==> src/rtl/qdma_pkg.sv <==
package qdma_pkg;
  localparam int REG_AW = 3;
  localparam logic [REG_AW-1:0] IDX_COUNT = 3'd0;
  localparam logic [REG_AW-1:0] IDX_SRC   = 3'd1;
  localparam logic [REG_AW-1:0] IDX_TGT   = 3'd2;
  localparam logic [REG_AW-1:0] IDX_CTRL  = 3'd3;
  localparam logic [REG_AW-1:0] IDX_STAT  = 3'd4;
  localparam int RUN_BIT  = 8;
  localparam int DONE_BIT = 2;

  typedef enum logic [1:0] {
    ST_IDLE = 2'd0,
    ST_READ = 2'd1,
    ST_WRITE = 2'd2
  } qdma_state_e;
endpackage

==> src/rtl/qdma_rst_sync.sv <==
module qdma_rst_sync (
  input  logic clk,
  input  logic rst_n_in,
  output logic rst_n_out
);
  logic [1:0] sync_q;

  always_ff @(posedge clk or negedge rst_n_in) begin
    if (!rst_n_in) sync_q <= 2'b00;
    else           sync_q <= {sync_q[0], 1'b1};
  end

  assign rst_n_out = sync_q[1];
endmodule

==> src/rtl/qdma_seq.sv <==
module qdma_seq
  import qdma_pkg::*;
#(
  parameter int DW = 128
) (
  input  logic          clk,
  input  logic          rst_n,
  input  logic          start_wr,
  input  logic          stop_wr,
  input  logic          cnt_zero,
  input  logic          cnt_last,
  input  logic          mem_gnt,
  input  logic [DW-1:0] mem_rdata,
  output qdma_state_e   state_q,
  output logic [DW-1:0] buf_q,
  output logic          done
);
  qdma_state_e state_d;
  logic        buf_en;

  always_comb begin
    state_d = state_q;
    done    = 1'b0;
    buf_en  = 1'b0;
    unique case (state_q)
      ST_IDLE: begin
        if (start_wr) begin
          if (cnt_zero) done = 1'b1;
          else          state_d = ST_READ;
        end
      end
      ST_READ: begin
        if (stop_wr) state_d = ST_IDLE;
        else if (mem_gnt) begin
          buf_en  = 1'b1;
          state_d = ST_WRITE;
        end
      end
      ST_WRITE: begin
        if (stop_wr) state_d = ST_IDLE;
        else if (mem_gnt) begin
          if (cnt_last) begin
            state_d = ST_IDLE;
            done    = 1'b1;
          end else begin
            state_d = ST_READ;
          end
        end
      end
      default: state_d = ST_IDLE;
    endcase
  end

  always_ff @(posedge clk or negedge rst_n) begin
    if (!rst_n) state_q <= ST_IDLE;
    else        state_q <= state_d;
  end

  always_ff @(posedge clk or negedge rst_n) begin
    if (!rst_n)      buf_q <= '0;
    else if (buf_en) buf_q <= mem_rdata;
  end
endmodule

==> src/rtl/qdma_addr_regs.sv <==
module qdma_addr_regs
  import qdma_pkg::*;
#(
  parameter int AW   = 32,
  parameter int CW   = 16,
  parameter int STEP = 16
) (
  input  logic              clk,
  input  logic              rst_n,
  input  logic              busy,
  input  logic              advance,
  input  logic              reg_we,
  input  logic [REG_AW-1:0] reg_addr,
  input  logic [AW-1:0]     reg_wdata,
  output logic [CW-1:0]     cnt_q,
  output logic [AW-1:0]     src_q,
  output logic [AW-1:0]     tgt_q
);
  logic [CW-1:0] cnt_d;
  logic [AW-1:0] src_d, tgt_d;
  logic          cfg_wr;

  assign cfg_wr = reg_we && !busy;

  always_comb begin
    cnt_d = cnt_q;
    src_d = src_q;
    tgt_d = tgt_q;
    if (advance) begin
      cnt_d = cnt_q - CW'(1);
      src_d = src_q + AW'(STEP);
      tgt_d = tgt_q + AW'(STEP);
    end else if (cfg_wr) begin
      if (reg_addr == IDX_COUNT) cnt_d = reg_wdata[CW-1:0];
      if (reg_addr == IDX_SRC)   src_d = reg_wdata;
      if (reg_addr == IDX_TGT)   tgt_d = reg_wdata;
    end
  end

  always_ff @(posedge clk or negedge rst_n) begin
    if (!rst_n) begin
      cnt_q <= '0;
      src_q <= '0;
      tgt_q <= '0;
    end else begin
      cnt_q <= cnt_d;
      src_q <= src_d;
      tgt_q <= tgt_d;
    end
  end
endmodule

==> src/rtl/qdma_status.sv <==
module qdma_status
  import qdma_pkg::*;
#(
  parameter int SW = 16
) (
  input  logic          clk,
  input  logic          rst_n,
  input  logic          done,
  input  logic          clr_wr,
  input  logic [SW-1:0] clr_mask,
  output logic [SW-1:0] sts_q,
  output logic          irq
);
  logic [SW-1:0] sts_d;
  logic [SW-1:0] set_vec;

  assign set_vec = done ? (SW'(1) << DONE_BIT) : '0;

  always_comb begin
    sts_d = sts_q;
    if (clr_wr) sts_d = sts_d & ~clr_mask;
    sts_d = sts_d | set_vec;
  end

  always_ff @(posedge clk or negedge rst_n) begin
    if (!rst_n) sts_q <= '0;
    else        sts_q <= sts_d;
  end

  assign irq = |sts_q;
endmodule

==> src/rtl/qdma_channel.sv <==
module qdma_channel
  import qdma_pkg::*;
#(
  parameter int            AW       = 32,
  parameter int            DW       = 128,
  parameter int            CW       = 16,
  parameter int            SW       = 16,
  parameter logic [AW-1:0] DST_BASE = 32'h5000_0000
) (
  input  logic              clk,
  input  logic              rst_n,
  input  logic              reg_we,
  input  logic [REG_AW-1:0] reg_addr,
  input  logic [31:0]       reg_wdata,
  output logic [31:0]       reg_rdata,
  output logic              mem_req,
  output logic              mem_we,
  output logic [AW-1:0]     mem_addr,
  output logic [DW-1:0]     mem_wdata,
  input  logic              mem_gnt,
  input  logic [DW-1:0]     mem_rdata,
  output logic              dma_irq
);
  localparam int STEP = DW / 8;

  logic          rst_n_s;
  qdma_state_e   state_q;
  logic          busy, ctrl_wr, start_wr, stop_wr, done, advance;
  logic [CW-1:0] cnt_q;
  logic [AW-1:0] src_q, tgt_q;
  logic [SW-1:0] sts_q;

  qdma_rst_sync u_rst (.clk(clk), .rst_n_in(rst_n), .rst_n_out(rst_n_s));

  assign busy     = (state_q != ST_IDLE);
  assign ctrl_wr  = reg_we && (reg_addr == IDX_CTRL);
  assign start_wr = ctrl_wr && reg_wdata[RUN_BIT];
  assign stop_wr  = ctrl_wr && !reg_wdata[RUN_BIT];
  assign advance  = (state_q == ST_WRITE) && mem_gnt;

  qdma_seq #(.DW(DW)) u_seq (
    .clk(clk), .rst_n(rst_n_s), .start_wr(start_wr), .stop_wr(stop_wr),
    .cnt_zero(cnt_q == '0), .cnt_last(cnt_q == CW'(1)), .mem_gnt(mem_gnt),
    .mem_rdata(mem_rdata), .state_q(state_q), .buf_q(mem_wdata), .done(done)
  );

  qdma_addr_regs #(.AW(AW), .CW(CW), .STEP(STEP)) u_regs (
    .clk(clk), .rst_n(rst_n_s), .busy(busy), .advance(advance),
    .reg_we(reg_we), .reg_addr(reg_addr), .reg_wdata(reg_wdata[AW-1:0]),
    .cnt_q(cnt_q), .src_q(src_q), .tgt_q(tgt_q)
  );

  qdma_status #(.SW(SW)) u_sts (
    .clk(clk), .rst_n(rst_n_s), .done(done),
    .clr_wr(reg_we && (reg_addr == IDX_STAT)), .clr_mask(reg_wdata[SW-1:0]),
    .sts_q(sts_q), .irq(dma_irq)
  );

  assign mem_req  = busy;
  assign mem_we   = (state_q == ST_WRITE);
  assign mem_addr = mem_we ? (DST_BASE + tgt_q) : src_q;

  always_comb begin
    reg_rdata = '0;
    unique case (reg_addr)
      IDX_COUNT: reg_rdata = 32'(cnt_q);
      IDX_SRC:   reg_rdata = 32'(src_q);
      IDX_TGT:   reg_rdata = 32'(tgt_q);
      IDX_CTRL:  reg_rdata = 32'(busy) << RUN_BIT;
      IDX_STAT:  reg_rdata = 32'(sts_q);
      default:   reg_rdata = '0;
    endcase
  end
endmodule

==> config.mk <==
export PLATFORM = sky130hd
export DESIGN_NAME = qdma_channel
export DESIGN_NICKNAME = d
export VERILOG_FILES = /design/src/rtl/qdma_pkg.sv /design/src/rtl/qdma_rst_sync.sv /design/src/rtl/qdma_seq.sv /design/src/rtl/qdma_addr_regs.sv /design/src/rtl/qdma_status.sv /design/src/rtl/qdma_channel.sv
export SDC_FILE = /design/constraint.sdc
export NUM_CORES = 1
export LEC_CHECK = 0
export BUFFER_PORTS_ARGS = -buffer_cell sky130_fd_sc_hd__clkbuf_2
export CAP_MARGIN = 20
export CORE_MARGIN = 4
export CORE_UTILIZATION = 51
export DETAILED_ROUTE_END_ITERATION = 16
export PLACE_DENSITY = 0.81
export SYNTH_ARGS = -nofsm -noshare
export SYNTH_HDL_FRONTEND = slang
export SYNTH_SLANG_ARGS = --single-unit
==> constraint.sdc <==
create_clock -name clk -period 9.67 [get_ports clk]
set_clock_uncertainty 0.15 [all_clocks]
set_input_delay 0.4835 -clock clk [delete_from_list [all_inputs] [get_ports clk]]
set_output_delay 0.4835 -clock clk [all_outputs]
set_load 0.02 [all_outputs]
== After elaboration in Yosys (flattened, before gate mapping) ==
Index checks and enable logic that the tools add are counted.
W data, S select, Z words.
Operators by class
  add/sub/neg operators: 4
  muxes and demuxes: 30
  eq/ne operators: 11
  reduce and logical (&&, ||, !) cells: 21
  bitwise operators: 3
Operators by type and width (count)
  $mux W32: 7
  $pmux W32 S5: 1
  $add A32 B5 Y32 const B: 2
  $mux W16: 4
  $add A31 B32 Y32 const A: 1
  $and A16 B16 Y16: 1
  $eq A16 B1 Y1 const B: 1
  $logic_not A16 Y1: 1
  $not A16 Y16: 1
  $or A16 B16 Y16: 1
  $reduce_or A16 Y1: 1
  $sub A16 B1 Y16 const B: 1
  $mux W2: 6
  $reduce_bool A2 Y1: 5
  $mux W1: 9
  $eq A3 B2 Y1 const B: 2
  $logic_and A1 B1 Y1: 6
  $pmux W2 S3: 1
  $reduce_and A2 Y1: 3
  $ne A2 B2 Y1 const B: 2
  $reduce_and A4 Y1: 1
  $eq A3 B1 Y1 const B: 1
  $eq A3 B3 Y1 const B: 1
  $logic_not A3 Y1: 1
  other kinds (8): 9
Word-level totals
  logic and storage cells: 76
  output and inout port bits: 195
  input port bits: 167
  bits in registers: 228

== Longest topological paths before layout ==
  depth in word-level cells: 7
  depth in mapped cells: 7
  depth with buffers taken out: 7

== Hierarchy ==
A second synthesis with hierarchy kept.
Second synthesis, totals
  cell total of the unflattened synthesis: 1114
  area, all modules: 12396.9 µm²
By module, submodules not included
  qdma_seq: area each 5432.7 µm², sequential area each 3253.1 µm², cells each 283, times used 1
  qdma_addr_regs: area each 5012.3 µm², sequential area each 2001.9 µm², cells each 551, times used 1
  qdma_channel: area each 1293.7 µm², sequential area each 0.0 µm², cells each 238, times used 1
  qdma_status: area each 604.3 µm², sequential area each 400.4 µm², cells each 39, times used 1
  qdma_rst_sync: area each 53.8 µm², sequential area each 50.0 µm², cells each 3, times used 1

== Worst setup path after synthesis ==
Ideal clock, no wire load.
  path type: input port to output port
  from: input reg_addr[1]
  to: output reg_rdata[10]
  data required time: 9036 ps
  buffers on the path: 2
  stages on the path: 5
  setup slack: 7468 ps
  data arrival time: 1569 ps
  cells stage by stage: buf_2 nor3b_2 clkbuf_1 a22oi_1 nand2_1
On the way
  longest elaborated chain between the ends: 2
  elaborated cells on any way between the ends: 6
  classes of those cells: eq/ne: 4; mux: 1; reduce/logical: 1
RTL lines
  start: declaration: line qdma_channel.sv:13  | input logic [REG_AW-1:0] reg_addr,
  $eq A3 B3 Y1 (tied with other cells): line qdma_channel.sv:65  | unique case (reg_addr)
  $pmux W32 S5 (*): line qdma_channel.sv:65
  end: declaration: line qdma_channel.sv:15  | output logic [31:0] reg_rdata,
Mark *: on every way between the ends. The rest lies on a longest branch, timed or not.

== Worst setup path in the final report ==
  from: register u_seq.state_q[1]
  to: output mem_addr[22]
On the way
  longest elaborated chain between the ends: 2
RTL lines
  start: declaration: line qdma_seq.sv:14  | output qdma_state_e state_q,
  start signal: assignment: line qdma_seq.sv:56  | else state_q <= state_d;
  $eq A2 B2 Y1: line qdma_channel.sv:60  | assign mem_we = (state_q == ST_WRITE);
  $mux W32: line qdma_channel.sv:61  | assign mem_addr = mem_we ? (DST_BASE + tgt_q) : src_q;
  end: declaration: line qdma_channel.sv:18  | output logic [AW-1:0] mem_addr,
Every way passes these cells.

==> metrics.log <==
[metrics] final count of pins violating max slew: 0
[metrics] Seq cells post-synth: 228
[metrics] final instance area: 13700 µm²
[metrics] Die Span X: 154 µm
[metrics] starting density of the core: 51.9%
[metrics] count of endpoints failing setup in the final report: 0
[metrics] post-cts resize count: 0
[metrics] outcome: finished, final reports clean
[metrics] largest stage delay on the critical path: 0.47 ns
[metrics] final estimated routing congestion in global placement: 0.960
[metrics] Syn Inst Count: 967
[metrics] Buf+Inv Stages, Crit Path: 2
[metrics] die area: 23800 µm²
[metrics] number of DRC violations after detailed-routing iteration 0: 984
[metrics] CTS root buffer: clkbuf_16
[metrics] layout filler cell count: 1651
[metrics] setup repair after global routing missed its margin: no
[metrics] count of placed standard cells including taps: 1551
[metrics] max-cap violation count: 0
[metrics] Worst slew margin: 31.5%
[metrics] number of non-filler instances in the completed layout: 1599
[metrics] TritonCTS clock tree: done
[metrics] number of different library cells in the post-synthesis netlist: 67
[metrics] signed area change from the synthesized netlist to the final layout: 25.8%
[metrics] post-route total power: 4.63 mW
[metrics] CTS max path bufs: 3
[metrics] setup fix buffers added after clock tree synthesis: 0
[metrics] number of warnings issued by yosys: 0
[metrics] Sum Neg Setup Slack: 0 ns
[metrics] clock transition at the registers of the reported paths: 0.06 ns
[metrics] Clk Latency, worst-skew pair: 0.53 ns
[metrics] number of primary I/O pins: 362
[metrics] number of enable flip-flop cells after synthesis: 0
[metrics] capturing element type of the critical path: output port
[metrics] Tightest Hold Check Type: in -> reg
[metrics] layout cells sized above 1: 35.8%
[metrics] Synth Flop Type: dfrtp_1
[metrics] startpoint type of the worst setup path: flip-flop
[metrics] critical path required time: 9.04 ns
[metrics] achievable frequency: 334 MHz
[metrics] average via count per standard cell: 6.07
[metrics] drt pass-1 iters: 5
[metrics] global-route congestion overflow total: 0
[metrics] share of synthesized area occupied by flip-flops and latches: 52.3%
[metrics] first-pass GRT wire length: 54.8 mm
[metrics] Syn Area/Cell: 11.3 µm²
[metrics] pin count of the biggest net entering global routing: 86
[metrics] static power due to leakage: 6.45 nW
[metrics] total global-route track usage: 28.7%
[metrics] # clock sinks: 228
[metrics] Top delay family on crit path: buffers and inverters
[metrics] VDD IR max: 170 µV
[metrics] ratio of total power to cell area: 338 nW/µm²
[metrics] Fin. Hold Viols: 0
[metrics] DRC violation count after routing: 0
[metrics] number of nets in the finished design: 1480
[metrics] vias in the first global route: 9717
[metrics] initial antenna violation count: 1
[metrics] mapped cell area: 10900 µm²
[metrics] TritonCTS Buffers: 25
[metrics] worst-path cell chain: nand2b_1, buf_4, mux2_2, clkbuf_2
[metrics] Final Cycle Share: 31.0%
[metrics] final worst path period need: 3.00 ns
[metrics] number of buffer cells added on primary ports: 361
[metrics] half-perimeter wire length after placement: 25.5 mm
[metrics] Worst Hold Margin: 0.0178 ns
[metrics] Die H: 154 µm
[metrics] DRT Wirelength: 35.1 mm
[metrics] Core Footprint: 21000 µm²
[metrics] asr flop ratio synth: 100%
[metrics] cell area after placement: 12900 µm²
[metrics] actual slew at the worst max-slew pin: 1.03 ns
[metrics] Hold-fix buffers, CTS: 1
[metrics] Crit Path Max Fanout: 35
[metrics] slowest stage cell on the critical path: dfrtp_1
[metrics] H-tree levels: 1
[metrics] post-detailed-route wirelength per cell: 22.0 µm
[metrics] classification of the worst setup path: reg -> out
[metrics] data arrival time of the critical path: 2.36 ns
[metrics] Site Rows: 53
[metrics] number of vias after detailed routing: 9710
[metrics] Post-Syn Nets: 1140
[metrics] ANT cells: 0
[metrics] post-route antenna net violation count: 0
## metal layers
metal	up-vias	track usage [%]	routed length (µm)
li1	4277	-	-
met1	4750	36.8	12900
met3	105	5.82	3380
met2	576	48.1	17200
met4	2	11.4	1590
met5	-	0	13
## cells in the mapped netlist, drive strengths merged (12+ instances only)
library cell	number	area, µm²
a211oi	23	173
a21boi	15	113
a21oi	25	125
a22o	16	140
a22oi	31	233
a311oi	12	105
buf	27	139
clkbuf	35	131
dfrtp	228	5710
inv	12	45.0
mux2	154	1730
nand2	100	375
nand3	29	150
nand4	13	96.3
nor2	51	191
nor3	26	160
nor4	14	103
o211ai	15	113
o21ai	30	150
## cell usage in the layout, fill, tap and decap left out, drive strengths merged, types with 7 or more instances in the layout
cell type,instances
o22ai,10
and2,7
dfrtp,228
nor3b,7
a311oi,12
a21oi,25
nand4,13
buf,13
nor2,51
o21ai,30
a22o,16
o311ai,8
inv,13
a211oi,23
or3,7
and4,9
o211ai,15
a22oi,31
clkbuf,397
a21boi,15
nor3,26
mux2,154
and3,9
nor4,14
nand2,100
nand3,29
## registers in the layout, indices dropped and copies added, names as in the netlist
register and flops:
u_seq.state_q 2, u_regs.cnt_q 16, u_rst.sync_q 2, u_regs.tgt_q 32, u_sts.sts_q 16, u_seq.buf_q 128
u_regs.src_q 32
## logic make-up after synthesis
group | count (synthesis) | share of synthesized area, %
adders and majority gates | 6 | 0.688
other | 1 | 0.0344
AOI/OAI and AO/OA | 205 | 13.5
xor gates and xnor gates | 11 | 0.883
muxes | 155 | 16.0
DFF | 228 | 52.3
and+or+nand+nor | 287 | 13.7
buffers and inverters | 74 | 2.89
## power breakdown
group / switching [mW] / total, mW / internal (mW)
clock: 0.393 / 0.915 / 0.522
combinational: 1.17 / 1.90 / 0.731
sequential: 0.424 / 1.81 / 1.39
## final cells by class
type                            count  area, µm²  share of cell area (%)
Timing Repair Buffer              375       1940                    14.1
Sequential cell                   228       5710                    41.6
Clock buffer                       36        727                    5.30
Tap cell                          275        344                    2.51
Inverter                           12       45.0                   0.328
Clock inverter                      8       53.8                   0.392
Multi-Input combinational cell    665       4900                    35.7
## path summary, 6_finish.rpt
kind	startpoint	endpoint	slack, ns	cells past startpoint
min in group asynchronous	u_rst.sync_q[1]	u_seq.buf_q[96]	0.04	0
hold reg to reg	u_rst.sync_q[1]	u_seq.buf_q[96]	0.04	0
setup reg to reg	u_seq.state_q[0]	u_seq.buf_q[46]	6.93	4
setup / recovery	u_seq.state_q[1]	mem_addr[22]	6.67	4
hold / removal	mem_rdata[17]	u_seq.buf_q[17]	0.02	2
max in group asynchronous	u_rst.sync_q[1]	u_regs.tgt_q[31]	7.68	2
## worst reg2reg max path: cells and delay by family, from the launching register on
family,cells,cell delay [ns]
muxes,1,0.48
buffers and inverters,1,0.86
DFF,1,0.43
and+or+nand+nor,2,0.71
## through the flow
stage	utilization, %	worst slack (ns)
floorplan	-	2.70
global placement	61.3	6.32
detailed placement	61.3	6.26
CTS	65.1	6.66
global route	65.3	6.58
finish	65.3	6.67
(Power assumes the default switching activity.)
